--- src/rtl/lcd_init_pkg.sv ---
`timescale 1ns/1ps
package lcd_init_pkg;

  localparam logic [7:0] CMD_FUNC_4B_2ROW = 8'h28;
  localparam logic [7:0] CMD_DISPLAY_ON   = 8'h0C;
  localparam logic [7:0] CMD_SET_DDRAM    = 8'h80;
  localparam int unsigned BUSY_BIT        = 7;

  typedef enum logic [2:0] {
    ST_POR_ARM, ST_POR_WAIT, ST_RAW, ST_SET_ARM,
    ST_SET_WAIT, ST_POLL, ST_WRITE, ST_READY
  } seq_st_t;

  typedef enum logic [1:0] {NB_IDLE, NB_SETUP, NB_HIGH, NB_LOW} nib_st_t;

  typedef enum logic [2:0] {XF_IDLE, XF_HI, XF_HI_WAIT, XF_LO, XF_LO_WAIT} xf_st_t;

  typedef struct packed {
    logic       rs;
    logic [7:0] code;
  } lcd_op_t;

  // nibbles clocked in while the controller still runs an 8-bit bus
  function automatic logic [3:0] raw_nib(input logic [1:0] idx);
    return (idx == 2'd2) ? 4'h8 : 4'h2;
  endfunction

  function automatic int unsigned op_count(input int unsigned row_len);
    return 4 + 2 * row_len;
  endfunction

  function automatic logic [3:0] pick_half(input logic [7:0] b, input logic lo);
    return lo ? b[3:0] : b[7:4];
  endfunction

  // byte operation number idx of the post-raw phase
  function automatic lcd_op_t init_op(input int unsigned idx,
                                      input int unsigned row_len,
                                      input logic [6:0]  row0,
                                      input logic [6:0]  row1,
                                      input logic [7:0]  fill);
    lcd_op_t op;
    op.rs   = 1'b0;
    op.code = fill;
    if (idx == 0)                op.code = CMD_FUNC_4B_2ROW;
    else if (idx == 1)           op.code = CMD_DISPLAY_ON;
    else if (idx == 2)           op.code = CMD_SET_DDRAM | {1'b0, row0};
    else if (idx == 3 + row_len) op.code = CMD_SET_DDRAM | {1'b0, row1};
    else                         op.rs   = 1'b1;
    return op;
  endfunction

endpackage

--- src/rtl/lcd_wait_timer.sv ---
`timescale 1ns/1ps
module lcd_wait_timer #(
  parameter int unsigned W = 8
) (
  input  logic         clk,
  input  logic         rst_n,
  input  logic         load,
  input  logic [W-1:0] len,
  output logic         expired
);

  logic [W-1:0] cnt;

  always_ff @(posedge clk or negedge rst_n) begin
    if (!rst_n)          cnt <= '0;
    else if (load)       cnt <= len;
    else if (cnt != '0)  cnt <= cnt - 1'b1;
  end

  assign expired = (cnt == '0) && !load;

endmodule

--- src/rtl/lcd_nibble_strobe.sv ---
`timescale 1ns/1ps
module lcd_nibble_strobe
  import lcd_init_pkg::*;
#(
  parameter int unsigned SETUP_CYC = 10,
  parameter int unsigned HIGH_CYC  = 60,
  parameter int unsigned LOW_CYC   = 70
) (
  input  logic       clk,
  input  logic       rst_n,
  input  logic       start,
  input  logic       rs_in,
  input  logic       rw_in,
  input  logic [3:0] nib_in,
  input  logic [3:0] db_in,
  output logic       done,
  output logic [3:0] rd_nib,
  output logic       pin_rs,
  output logic       pin_rw,
  output logic       pin_en,
  output logic [3:0] pin_db,
  output logic       pin_oe
);

  localparam int unsigned M1 = (SETUP_CYC > HIGH_CYC) ? SETUP_CYC : HIGH_CYC;
  localparam int unsigned MX = (M1 > LOW_CYC) ? M1 : LOW_CYC;
  localparam int unsigned PW = $clog2(MX + 1);
  localparam logic [PW-1:0] SETUP_L = PW'(SETUP_CYC - 1);
  localparam logic [PW-1:0] HIGH_L  = PW'(HIGH_CYC - 1);
  localparam logic [PW-1:0] LOW_L   = PW'(LOW_CYC - 1);

  nib_st_t       st;
  logic [PW-1:0] ph_cnt;
  logic [PW-1:0] ph_last;
  logic          ph_end;
  logic          rs_q, rw_q;
  logic [3:0]    nib_q;

  always_comb begin
    case (st)
      NB_SETUP: ph_last = SETUP_L;
      NB_HIGH:  ph_last = HIGH_L;
      default:  ph_last = LOW_L;
    endcase
  end
  assign ph_end = (ph_cnt == ph_last);

  always_ff @(posedge clk or negedge rst_n) begin
    if (!rst_n) begin
      st     <= NB_IDLE;
      ph_cnt <= '0;
      rs_q   <= 1'b0;
      rw_q   <= 1'b0;
      nib_q  <= 4'h0;
      rd_nib <= 4'h0;
      done   <= 1'b0;
    end else begin
      done <= 1'b0;
      case (st)
        NB_IDLE: if (start) begin
          rs_q   <= rs_in;
          rw_q   <= rw_in;
          nib_q  <= rw_in ? 4'h0 : nib_in;
          ph_cnt <= '0;
          st     <= NB_SETUP;
        end
        NB_SETUP: if (ph_end) begin
          ph_cnt <= '0;
          st     <= NB_HIGH;
        end else ph_cnt <= ph_cnt + 1'b1;
        NB_HIGH: if (ph_end) begin
          rd_nib <= db_in;
          ph_cnt <= '0;
          st     <= NB_LOW;
        end else ph_cnt <= ph_cnt + 1'b1;
        default: if (ph_end) begin
          ph_cnt <= '0;
          done   <= 1'b1;
          st     <= NB_IDLE;
        end else ph_cnt <= ph_cnt + 1'b1;
      endcase
    end
  end

  assign pin_rs = rs_q;
  assign pin_rw = rw_q;
  assign pin_db = nib_q;
  assign pin_oe = !rw_q;
  assign pin_en = (st == NB_HIGH);

  // control and write data hold while the strobe is high
  a_r9_hold_while_high: assert property (@(posedge clk) disable iff (!rst_n)
    (pin_en && $past(pin_en)) |-> ($stable(pin_rs) && $stable(pin_rw) && $stable(pin_db)));

  // a new request never cuts into a running strobe cycle
  a_r9_start_only_idle: assert property (@(posedge clk) disable iff (!rst_n)
    start |-> (st == NB_IDLE));

endmodule

--- src/rtl/lcd_byte_xfer.sv ---
`timescale 1ns/1ps
module lcd_byte_xfer
  import lcd_init_pkg::*;
(
  input  logic       clk,
  input  logic       rst_n,
  input  logic       start,
  input  logic       rs_in,
  input  logic       rw_in,
  input  logic [7:0] byte_in,
  output logic       done,
  output logic [7:0] rd_byte,
  output logic       nb_start,
  output logic       nb_rs,
  output logic       nb_rw,
  output logic [3:0] nb_nib,
  input  logic       nb_done,
  input  logic [3:0] nb_rd
);

  xf_st_t     st;
  logic       rs_q, rw_q;
  logic [7:0] byte_q;
  logic       lo_half;

  assign lo_half  = (st == XF_LO) || (st == XF_LO_WAIT);
  assign nb_start = (st == XF_HI) || (st == XF_LO);
  assign nb_rs    = rs_q;
  assign nb_rw    = rw_q;
  assign nb_nib   = pick_half(byte_q, lo_half);

  always_ff @(posedge clk or negedge rst_n) begin
    if (!rst_n) begin
      st      <= XF_IDLE;
      rs_q    <= 1'b0;
      rw_q    <= 1'b0;
      byte_q  <= 8'h00;
      rd_byte <= 8'h00;
      done    <= 1'b0;
    end else begin
      done <= 1'b0;
      case (st)
        XF_IDLE: if (start) begin
          rs_q   <= rs_in;
          rw_q   <= rw_in;
          byte_q <= byte_in;
          st     <= XF_HI;
        end
        XF_HI:      st <= XF_HI_WAIT;
        XF_HI_WAIT: if (nb_done) begin
          rd_byte[7:4] <= nb_rd;
          st           <= XF_LO;
        end
        XF_LO:      st <= XF_LO_WAIT;
        default: if (nb_done) begin
          rd_byte[3:0] <= nb_rd;
          done         <= 1'b1;
          st           <= XF_IDLE;
        end
      endcase
    end
  end

  // a byte ends only after its lower half has been strobed
  a_r6_done_after_low_half: assert property (@(posedge clk) disable iff (!rst_n)
    done |-> ($past(st) == XF_LO_WAIT));

endmodule

--- src/rtl/lcd_pwr_init.sv ---
`timescale 1ns/1ps
module lcd_pwr_init
  import lcd_init_pkg::*;
#(
  parameter int unsigned POR_WAIT_CYC = 8000000,
  parameter int unsigned SETTLE_CYC   = 10000,
  parameter int unsigned SETUP_CYC    = 10,
  parameter int unsigned HIGH_CYC     = 60,
  parameter int unsigned LOW_CYC      = 70,
  parameter int unsigned ROW_LEN      = 16,
  parameter logic [6:0]  ROW0_ADDR    = 7'h00,
  parameter logic [6:0]  ROW1_ADDR    = 7'h40,
  parameter logic [7:0]  FILL_CHAR    = 8'h20
) (
  input  logic       clk,
  input  logic       rst_n,
  input  logic [3:0] lcd_db_in,
  output logic       lcd_rs,
  output logic       lcd_rw,
  output logic       lcd_en,
  output logic [3:0] lcd_db_out,
  output logic       lcd_db_oe,
  output logic       ready
);

  localparam int unsigned TMAX = (POR_WAIT_CYC > SETTLE_CYC) ? POR_WAIT_CYC : SETTLE_CYC;
  localparam int unsigned TW   = $clog2(TMAX + 1);
  localparam int unsigned NOPS = op_count(ROW_LEN);
  localparam int unsigned SW   = $clog2(NOPS + 1);

  seq_st_t    st;
  logic [1:0] raw_idx;
  logic       raw_pend, xf_pend, poll_ok;
  logic [SW-1:0] step;

  // named internal events
  logic raw_phase, raw_start, raw_last, raw_done;
  logic xf_start, xf_done, poll_done, poll_clear, write_done, step_last;
  logic tmr_load, tmr_expired;
  logic [TW-1:0] tmr_len;
  lcd_op_t cur_op;

  // engine and transactor wires
  logic       eng_start, eng_rs, eng_rw, eng_done;
  logic [3:0] eng_nib, eng_rd;
  logic       xf_nb_start, xf_nb_rs, xf_nb_rw;
  logic [3:0] xf_nb_nib;
  logic [7:0] xf_rd;

  assign raw_phase  = (st == ST_RAW);
  assign raw_start  = raw_phase && !raw_pend;
  assign raw_done   = raw_phase && eng_done;
  assign raw_last   = (raw_idx == 2'd2);
  assign xf_start   = ((st == ST_POLL) || (st == ST_WRITE)) && !xf_pend;
  assign poll_done  = (st == ST_POLL) && xf_done;
  assign poll_clear = poll_done && !xf_rd[BUSY_BIT];
  assign write_done = (st == ST_WRITE) && xf_done;
  assign step_last  = (step == SW'(NOPS - 1));
  assign cur_op     = init_op(32'(step), ROW_LEN, ROW0_ADDR, ROW1_ADDR, FILL_CHAR);
  assign tmr_load   = (st == ST_POR_ARM) || (st == ST_SET_ARM);
  assign tmr_len    = (st == ST_POR_ARM) ? TW'(POR_WAIT_CYC) : TW'(SETTLE_CYC);
  assign ready      = (st == ST_READY);

  assign eng_start = raw_start | xf_nb_start;
  assign eng_rs    = raw_phase ? 1'b0 : xf_nb_rs;
  assign eng_rw    = raw_phase ? 1'b0 : xf_nb_rw;
  assign eng_nib   = raw_phase ? raw_nib(raw_idx) : xf_nb_nib;

  lcd_wait_timer #(.W(TW)) u_timer (
    .clk(clk), .rst_n(rst_n), .load(tmr_load), .len(tmr_len), .expired(tmr_expired)
  );

  lcd_nibble_strobe #(.SETUP_CYC(SETUP_CYC), .HIGH_CYC(HIGH_CYC), .LOW_CYC(LOW_CYC)) u_strobe (
    .clk(clk), .rst_n(rst_n), .start(eng_start), .rs_in(eng_rs), .rw_in(eng_rw),
    .nib_in(eng_nib), .db_in(lcd_db_in), .done(eng_done), .rd_nib(eng_rd),
    .pin_rs(lcd_rs), .pin_rw(lcd_rw), .pin_en(lcd_en), .pin_db(lcd_db_out), .pin_oe(lcd_db_oe)
  );

  lcd_byte_xfer u_xfer (
    .clk(clk), .rst_n(rst_n), .start(xf_start), .rs_in(cur_op.rs && (st == ST_WRITE)),
    .rw_in(st == ST_POLL), .byte_in(cur_op.code), .done(xf_done), .rd_byte(xf_rd),
    .nb_start(xf_nb_start), .nb_rs(xf_nb_rs), .nb_rw(xf_nb_rw), .nb_nib(xf_nb_nib),
    .nb_done(eng_done), .nb_rd(eng_rd)
  );

  always_ff @(posedge clk or negedge rst_n) begin
    if (!rst_n) begin
      st       <= ST_POR_ARM;
      raw_idx  <= 2'd0;
      raw_pend <= 1'b0;
      xf_pend  <= 1'b0;
      poll_ok  <= 1'b0;
      step     <= '0;
    end else begin
      if (raw_start) raw_pend <= 1'b1;
      if (xf_start)  xf_pend  <= 1'b1;
      if (xf_done)   xf_pend  <= 1'b0;
      if (poll_clear) poll_ok <= 1'b1;
      if (write_done) poll_ok <= 1'b0;
      case (st)
        ST_POR_ARM:  st <= ST_POR_WAIT;
        ST_POR_WAIT: if (tmr_expired) st <= ST_RAW;
        ST_RAW: if (raw_done) begin
          raw_pend <= 1'b0;
          if (raw_last) st <= ST_SET_ARM;
          else          raw_idx <= raw_idx + 2'd1;
        end
        ST_SET_ARM:  st <= ST_SET_WAIT;
        ST_SET_WAIT: if (tmr_expired) st <= ST_POLL;
        ST_POLL:     if (poll_clear) st <= ST_WRITE;
        ST_WRITE: if (write_done) begin
          if (step_last) st <= ST_READY;
          else begin
            step <= step + 1'b1;
            st   <= ST_POLL;
          end
        end
        default: st <= ST_READY;
      endcase
    end
  end

  // once complete, stays complete
  a_r8_ready_sticky: assert property (@(posedge clk) disable iff (!rst_n)
    ready |=> ready);

  // no strobe after completion
  a_r8_quiet_when_ready: assert property (@(posedge clk) disable iff (!rst_n)
    ready |-> !lcd_en);

  // nothing strobed during the supply wait
  a_r2_quiet_in_por: assert property (@(posedge clk) disable iff (!rst_n)
    ((st == ST_POR_ARM) || (st == ST_POR_WAIT)) |-> !lcd_en);

  // a byte write is launched only after a poll saw the busy flag clear
  a_r5_write_after_clear: assert property (@(posedge clk) disable iff (!rst_n)
    ((st == ST_WRITE) && xf_start) |-> poll_ok);

  // every strobe of a poll is a read
  a_r5_poll_reads: assert property (@(posedge clk) disable iff (!rst_n)
    (lcd_en && (st == ST_POLL)) |-> (lcd_rw && !lcd_rs));

  // the returned status is fully defined when judged
  a_r5_status_defined: assert property (@(posedge clk) disable iff (!rst_n)
    poll_done |-> !$isunknown(xf_rd));

endmodule

--- config.mk ---
export PLATFORM = sky130hd
export DESIGN_NAME = lcd_pwr_init
export DESIGN_NICKNAME = d
export VERILOG_FILES = /design/src/rtl/lcd_init_pkg.sv /design/src/rtl/lcd_wait_timer.sv /design/src/rtl/lcd_nibble_strobe.sv /design/src/rtl/lcd_byte_xfer.sv /design/src/rtl/lcd_pwr_init.sv
export SDC_FILE = /design/constraint.sdc
export NUM_CORES = 1
export LEC_CHECK = 0
export ABC_AREA = 1
export BUFFER_PORTS_ARGS = -buffer_cell sky130_fd_sc_hd__buf_2
export CORE_AREA = 5 5 65 125
export CTS_BUF_LIST = sky130_fd_sc_hd__clkbuf_16
export CTS_CLUSTER_SIZE = 25
export DETAILED_ROUTE_END_ITERATION = 8
export DIE_AREA = 0 0 70 130
export PLACE_DENSITY = 0.75
export SETUP_SLACK_MARGIN = 0.1
export SKIP_LAST_GASP = 1
export SLEW_MARGIN = 20
export SYNTH_ARGS = -nofsm -noshare
export SYNTH_HDL_FRONTEND = slang
export SYNTH_SLANG_ARGS = --single-unit
export TNS_END_PERCENT = 10
--- constraint.sdc ---
create_clock -name clk -period 2 [get_ports clk]
set_input_delay 0 -clock clk [delete_from_list [all_inputs] [get_ports clk]]
set_output_delay 0 -clock clk [all_outputs]
set_load 0.05 [all_outputs]
-- Word level (Yosys, flattened, before mapping)
Index checks and enable logic that the tools add are counted.
- bits in registers: 74
- bits of input ports: 6
- word-level logic and storage cells: 141
- $add $sub $neg: 4
- equal/unequal tests: 30
- muxes and demuxes: 47
- bitwise gates (word level): 3
- reduce and logical (&&, ||, !) cells: 38
- operators with widths (cell ; count):
    23-bit 2-to-1 mux ; 3
    8-bit 2-to-1 mux ; 4
    3-bit 2-to-1 mux ; 9
    23-bit logical NOT ; 1
    23-bit nonzero test ; 1
    23-bit by 1-bit subtractor with 23-bit output, second input constant ; 1
    7-bit 2-to-1 mux ; 3
    3-bit one-hot mux with 7 select lines ; 1
    4-bit 2-to-1 mux ; 4
    3-bit equality test, second input constant ; 5
    1-bit 2-to-1 mux ; 15
    7-bit one-hot mux with 2 select lines ; 1
    3-bit by 2-bit equality test with 1-bit output, second input constant ; 4
    2-bit != test, second input constant ; 6
    3-bit one-hot mux with 4 select lines ; 1
    2-bit 2-to-1 mux ; 5
    2-bit by 1-bit != test with 1-bit output, second input constant ; 5
    3-bit AND reduction ; 3
    1-bit logical AND ; 8
    2-bit AND reduction ; 4
    7-bit by 1-bit adder with 7-bit output, second input constant ; 1
    7-bit equality test ; 1
    6-bit by 1-bit adder with 6-bit output, second input constant ; 1
    3-bit by 1-bit equality test with 1-bit output, second input constant ; 2
    other kinds (21) ; 33

-- Logic depth before layout (Yosys ltp)
Gate-level depths: netlist (run 1).
- depth in word-level cells: 6
- depth in mapped cells: 11

-- Hierarchy
A second synthesis (run 1) with hierarchy kept.
- cells, all modules: 625
- area, all modules: 4824.6 um^2
- by module, submodules not included (module ; times used ; cells each ; area each (um^2) ; seq. area each (um^2)):
    lcd_wait_timer ; 1 ; 259 ; 1735.4 ; 575.6
    lcd_pwr_init ; 1 ; 147 ; 1088.5 ; 325.3
    lcd_byte_xfer ; 1 ; 113 ; 1008.5 ; 550.5
    lcd_nibble_strobe ; 1 ; 106 ; 992.2 ; 500.5

-- Least setup slack after synthesis (run 1)
Ideal clock, no wire load.
- kind: reg2reg
- start: register u_strobe.st[0]
- end: register u_strobe.st[0]
- setup time: 0.117 ns
- arrival: 1.747 ns
- data required time: 1.883 ns
- path slack: 0.136 ns
- stages on the path, launching flop included: 10
- path buffers: 0
- period minus slack after synthesis: 1.864 ns
- path through: dfrtp_1 -> inv_1 -> ha_1 -> inv_1 -> o31ai_1 -> nand2_1 -> nand2_1 -> nand2_1 -> nand2_1 -> nand2_1
- cells in the longest elaborated chain, start to end: 5
- elaborated cells on any way between the ends: 11
- those cells by class: eq/ne: 6; mux: 2; reduce/logical: 3
- ends and longest elaborated chain (item ; line ; RTL):
    start, declared ; lcd_nibble_strobe.sv:32 ; nib_st_t st;
    start signal, assigned ; lcd_nibble_strobe.sv:50 ; st <= NB_IDLE;
    start signal, assigned ; lcd_nibble_strobe.sv:65 ; st <= NB_SETUP;
    start signal, assigned ; lcd_nibble_strobe.sv:69 ; st <= NB_HIGH;
    2-bit equality test * ; - ;
    via lcd_en ; lcd_pwr_init.sv:20 ; output logic lcd_en,
    7-bit one-hot mux with 2 select lines ; lcd_nibble_strobe.sv:40 ; case (st)
    7-bit equality test ; lcd_nibble_strobe.sv:46 ; assign ph_end = (ph_cnt == ph_last);
    2-bit by 1-bit != test with 1-bit output (no line) / 2-bit nonzero test (equally long branches) ; - ;
    4-bit AND reduction (no line) ; - ;
Mark *: on every way through the listed nets, which the timed path passes. The rest lies on a longest branch.
A chain may end at the register's enable or synchronous reset.

-- Worst setup path in the final report (run 1)
- start: register u_timer.cnt[0]
- end: register u_timer.cnt[14]
- cells in the longest elaborated chain, start to end: 3
- elaborated cells on any way between the ends: 5
- those cells by class: add/sub: 1; mux: 2; reduce/logical: 2
- ends and longest elaborated chain (item ; line ; RTL):
    start, declared ; lcd_wait_timer.sv:12 ; logic [W-1:0] cnt;
    start signal, assigned ; lcd_wait_timer.sv:16 ; else if (load) cnt <= len;
    start signal, assigned ; lcd_wait_timer.sv:17 ; else if (cnt != '0) cnt <= cnt - 1'b1;
    23-bit by 1-bit subtractor with 23-bit output ; lcd_wait_timer.sv:17 ;
    23-bit 2-to-1 mux ; lcd_wait_timer.sv:17 ;
    23-bit 2-to-1 mux ; lcd_wait_timer.sv:16 ;
Parallel ways exist; a longest one is shown, timed or not. The select of a mux whose other input is x is not followed.

==> flow_summary.yaml, run 1 <==
routing:
  wl_per_cell_um: 13.99
  num_vias: 3101
  detail_route.wirelength_um: 8075
  antenna_left: 0
  first_pass_iters: 4
  vias_per_cell: 5.374
  drc_errors: 0
  dr.first_iter.drc_count: 138
placed_design:
  placed_cells: 560
  dp_hpwl_um: 6117
  gp_congestion: 0.8330
  port_buffers: 10
  dp_slack_ns: 0.1710
finish:
  multi_input_area_mm2: 0.001803
  drive_gt1_share_pct: 17.04
  sequential_cell_area_mm2: 0.001602
  antenna_cells: 0
  syn2layout_area_growth_pct: 13.35
  instances_no_fill: 577
  nets: 500
  nFillCells: 621
status:
  status: "finished clean"
timing:
  rsz0062_at_grt: "yes"
  worst_pin_slew_ns: 0.5771
  period_needed_ns: 1.798
  drv_slew: 0
  fin_setup_tns_ns: 0
  maxSlewHeadroom_pct: 61.53
  fmax_ghz: 0.5562
  fin_crit_sh_pct: 89.89
  skew_ns: 0.005900
  setup_viol: 0
  hold_violations: 0
  fin_ws_ns: 0.2021
logic_synthesis:
  netlist_instances: 459
  yosysMostFrequentCell: "nand2_1"
  yosysWarningCount: 0
  synth.top_cells.by_area: "dfrtp_1 43%, nand2_1 9.3%, inv_1 6.8%"
  synth_top_flop_cell: "dfrtp_1"
  ys_async_sr_fraction_pct: 100.0
  synth_edf_count: 0
  synth-seq-cells: 64
  synth_common_cells: "92 x nand2_1, 67 x inv_1, 64 x dfrtp_1"
  syn_avg_cell_area_um2: 8.085
  synth_top_area_share_pct: 43.16
  synth_cell_types: 39
  yosys.area.top_type: "dfrtp_1"
  ys_seq_area_share_pct: 43.16
  netlist_area_mm2: 0.003711
  synth_nets: 476
setup_path:
  startpoint_type: "flip-flop"
  crit_type: "reg -> reg"
  crit_path_max_fanout: 4
  critPathArrivalTime_ns: 2.01
  required_ns: 2.21
  crit_path_end_kind: "flip-flop"
clock_tree:
  clkTransAtPathRegs_ns: 0.05
  insertion_delay_ns: 0.33
  cts_buffers: 9
  cts-root-buf: "clkbuf_16"
  tritoncts: "done"
  post-cts-setup-buffer-count: 0
  cts_sinks: 64
  htree_levels: 3
  cts_buffer_depth: 2
global_route:
  grt_max_degree: 26
  track_usage_pct: 19.19
  grt_pass1_wl_um: 13790
  antenna_found_initial: 0
  grt_pass1_vias: 3150
  overflow: 0
floorplan:
  die_area_mm2: 0.009100
  die_y_um: 130
  coreArea_mm2: 0.006994
  ios: 15
  die_x_um: 70
  num_rows: 43
  initial_core_util_pct: 53.06
power:
  power.leakage_uw: 0.002052
  p_per_area_mw_per_mm2: 708.1
  peakVddDrop_uv: 630.3
job:
  drv_cap: 0
worst_hold_path:
  hp-class: "in -> async"
-- cell type report --
| class | count | share of cell area [%] |
|---|---|---|
| inverters | 75 | 6.811 |
| clock inverters | 6 | 2.023 |
| clock buffers | 9 | 5.354 |
| flip-flops and latches | 64 | 38.07 |
| well taps | 90 | 2.677 |
| multi-input cells | 318 | 42.86 |
| repair buffers | 15 | 2.201 |
-- metal layers --
layer / vias up / routed length [um] / share of wire (%) / global-route usage, %
li1: 1521 / - / - / -
met1: 1485 / 3034 / 38 / 18.54
met2: 67 / 4458 / 55 / 36.75
met3: 28 / 212 / 2.6 / 4.009
met4: 0 / 369 / 4.6 / 11.29
met5: - / 0 / 0 / 0
-- kinds of logic (layout without fill, tap and decap cells) --
group / after synthesis / in the layout / share of synthesized area [%]
AO/OA/AOI/OAI: 67 / 67 / 11.19
XOR/XNOR: 14 / 14 / 3.304
adder cells (fa/ha/maj): 11 / 11 / 3.709
buffers and inverters: 77 / 105 / 8.463
flip-flops: 64 / 64 / 43.16
other: 1 / 1 / 0.1010
AND/OR/NAND/NOR: 225 / 225 / 30.07
-- stage by stage --
stage               instance area (um^2)  hold slack (ns)  power, uW  util [%]
floorplan                           3711          -0.2956       1324         -
global placement                    3869          0.02083       1354     55.31
detailed placement                  3869          0.02750       1355     55.31
CTS                                 4202           0.2148       3003     60.07
global route                        4207           0.2604       3077     60.14
finish                              4207           0.2005       2978     60.14
-- timing repair --
item                                    4_1_cts  5_1_grt
hold endpoints to repair                     24        0
hold buffers                                  2        0
endpoints found under the setup margin        1        5
gates resized for setup                       1        1
-- worst paths after layout --
kind / startpoint / to / slack (ns) / depth (start not counted)
worst max-delay path: u_timer.cnt[0] / u_timer.cnt[14] / 0.20 / 9
worst min-delay path: rst_n / u_timer.cnt[11] / 0.20 / 2
worst max register to register: u_timer.cnt[0] / u_timer.cnt[14] / 0.20 / 9
worst min register to register: u_xfer.done / xf_pend / 0.44 / 1
max in group asynchronous: rst_n / step[0] / 1.08 / 3
min in group clk: u_xfer.done / xf_pend / 0.44 / 1
-- state kept, by name (all words and copies together) (netlist names), 3 cells and up, named ones only --
signal / flops
u_strobe.pin_db: 3
u_xfer.st: 3
st: 3
u_strobe.ph_cnt: 7
u_timer.cnt: 23
u_xfer.byte_q: 5
step: 6
-- power breakdown --
group          switching, uW  leakage [uW]  internal (uW)
logic                   31.0       0.00107           6.43
clock network            567      0.000149           1080
registers                  0      0.000835           1300
total                    598       0.00205           2380
-- critical path: stages, from the launching register on --
cell,delay (ns)
dfrtp_1,0.41
inv_1,0.10
ha_1,0.24
nand3_4,0.12
inv_1,0.09
nand2_1,0.09
nor2_1,0.21
nand2_1,0.19
nor2_4,0.16
nor3_1,0.07
-- cells in the final DEF (no fill, tap or decap), drive strengths merged --
cell / n
a211oi: 2
a21boi: 1
a21oi: 27
a2bb2oi: 1
a31oi: 1
buf: 13
bufinv: 2
clkbuf: 9
clkinv: 3
clkinvlp: 1
conb: 1
dfrtp: 64
dlygate4sd3: 2
ha: 11
inv: 75
nand2: 105
nand3: 40
nand4: 12
nor2: 62
nor3: 5
o211ai: 1
o21a: 1
o21ai: 24
o21bai: 1
o22ai: 5
o31ai: 3
or2: 1
xnor2: 1
xor2: 13
Power figures use the tool's default switching activity.
==> inputs of run 2 (changes only) <==
--- a/config.mk
+++ b/config.mk
@@ -12,7 +12,7 @@
 export CTS_CLUSTER_SIZE = 25
 export DETAILED_ROUTE_END_ITERATION = 8
 export DIE_AREA = 0 0 70 130
-export PLACE_DENSITY = 0.75
+export PLACE_DENSITY = 0.7
 export SETUP_SLACK_MARGIN = 0.1
 export SKIP_LAST_GASP = 1
 export SLEW_MARGIN = 20
==> constraint.sdc (replaced) <==
create_clock -name clk -period 2 [get_ports clk]
set_input_delay 0.4 -clock clk [delete_from_list [all_inputs] [get_ports clk]]
set_output_delay 0.4 -clock clk [all_outputs]
set_load 0.05 [all_outputs]
==> flow_summary.yaml, run 2 (same netlist as run 1, synthesis figures left out) <==
floorplan:
  ios: 15
  die_y_um: 130
  die_x_um: 70
  coreArea_mm2: 0.006994
  die_area_mm2: 0.009100
  num_rows: 43
  initial_core_util_pct: 53.06
finish:
  instances_no_fill: 573
  antenna_cells: 0
  nets: 497
  syn2layout_area_growth_pct: 11.16
  largest_reg_flops: 23
  drive_gt1_share_pct: 15.94
  final_common_cell: "nand2_1"
  final_cell_mix: "92 x nand2_1, 69 x inv_1, 64 x dfrtp_1"
  nFillCells: 662
  utilization_pct: 58.98
  top_register: "u_timer.cnt"
  reg_top3: "u_timer.cnt x23, u_strobe.ph_cnt x7, step x6"
clock_tree:
  hold_buffers: 0
  htree_levels: 3
  cts_sinks: 64
  cts-root-buf: "clkbuf_16"
  tritoncts: "done"
  cts_buffers: 9
  insertion_delay_ns: 0.32
  clkTransAtPathRegs_ns: 0.05
  cts_buffer_depth: 2
routing:
  dr_wl_met3_um: 187
  detail_route.wirelength_um: 7753
  top_layer_used: "met4"
  first_pass_iters: 5
  antenna_left: 0
  wl_per_cell_um: 13.53
  drc_errors: 0
  wl_met1_um: 2980
  vias_per_cell: 5.251
  dr_wl_met2_um: 4384
  num_vias: 3009
  dr.first_iter.drc_count: 156
global_route:
  overflow: 0
  grt_pass1_vias: 3190
  grt_pass1_wl_um: 13810
  antenna_found_initial: 0
  track_usage_pct: 18.93
  grt_max_degree: 65
setup_path:
  r2r_setup_slack_ns: 0.22
  crit_path_end_kind: "flip-flop"
  crit_type: "reg -> reg"
  critPathArrivalTime_ns: 1.98
  required_ns: 2.20
  startpoint_type: "flip-flop"
  r2r-start: "u_timer.cnt[0]"
  reg2reg_to: "u_timer.cnt[14]"
  reg2reg_depth: 9
  crit_path_max_fanout: 4
power:
  p_sw_share_pct: 20.55
  clockPowerShare_pct: 49.7
  power.leakage_uw: 0.002018
  power_frac_comb_pct: 1.3
  p_seq_share_pct: 49.0
  p_int_uw: 2103
  peakVddDrop_uv: 667.3
  p_per_area_mw_per_mm2: 641.5
  p_sw_uw: 543.8
timing:
  fmax_ghz: 0.5633
  fin_setup_tns_ns: 0
  setup_viol: 0
  drv_slew: 0
  hold_violations: 0
  period_needed_ns: 1.775
  fin_crit_sh_pct: 88.76
  fin_ws_ns: 0.2247
  skew_ns: 0.006476
  whs_ns: 0.08098
  rsz0062_at_grt: "yes"
placed_design:
  dp_slack_ns: 0.1295
  dp_hpwl_um: 5578
  placed_cells: 558
  port_buffers: 10
  gp_congestion: 0.8653
status:
  status: "finished clean"
job:
  drv_cap: 0
worst_hold_path:
  hp-class: "in -> async"
[run 2: cell count changes in the layout (fill, tap and decap cells not counted), moves of 2 or more]
cell           change
buf_4              -2
bufinv_16          -2
clkinv_1           +2
dlygate4sd3_1      -2
inv_1              +2
[run 2: worst max-delay path, cell delays in order, from the launching register on]
cell	delay (ns)
dfrtp_1	0.41
inv_1	0.10
ha_1	0.24
nand3_4	0.12
inv_1	0.09
nand2_1	0.08
nor2_1	0.16
nand2_1	0.21
nor2_4	0.18
nor3_1	0.07
[run 2: cell type report]
type | instances | area (um^2) | share of cell area (%)
multi-input combinational | 318 | 1803 | 43.71
sequential | 64 | 1602 | 38.82
inverter | 75 | 286.5 | 6.946
clock buffer | 9 | 225.2 | 5.460
tap | 90 | 112.6 | 2.730
timing repair buffer | 12 | 77.57 | 1.880
clock inverter | 5 | 18.77 | 0.4550
[run 2: how the worst max path moves through the flow]
stage | start | to | depth (start not counted)
6_report | u_timer.cnt[0] | u_timer.cnt[14] | 9
4_1_cts | u_timer.cnt[0] | u_timer.cnt[14] | 9
2_1_floorplan | u_strobe.st[0] | u_strobe.st[0] | 9
3_3_place_gp | u_timer.cnt[0] | u_timer.cnt[11] | 9
5_1_grt | u_timer.cnt[0] | u_timer.cnt[14] | 9
3_5_place_dp | u_timer.cnt[0] | u_timer.cnt[14] | 9
[run 2: timing repair]
action,4_1_cts,5_1_grt
setup buffers,0,1
setup endpoints to repair,0,14
resized for setup,0,2
hold endpoints to repair,0,0
[run 2: metrics by stage]
stage | cell area [um^2] | total power (uW)
after floorplan | 3711 | 1324
after global placement | 3866 | 1356
after detailed placement | 3866 | 1356
after CTS | 4110 | 2688
after global routing | 4125 | 2742
final | 4125 | 2646
[run 2: power groups by stage]
| stage | logic [uW] | clock network [uW] | registers, uW |
|---|---|---|---|
| floorplan | 5.60 | 0 | 1320 |
| global placement | 37.3 | 0 | 1320 |
| detailed placement | 37.7 | 0 | 1320 |
| CTS | 37.4 | 1350 | 1300 |
| global route | 40.8 | 1410 | 1300 |
| finish | 35.1 | 1310 | 1300 |
[run 2: metal layers]
metal	vias up	global-route usage, %
met5	-	0
met4	0	10.61
met3	15	4.009
met2	40	35.64
met1	1439	19.02
li1	1515	-
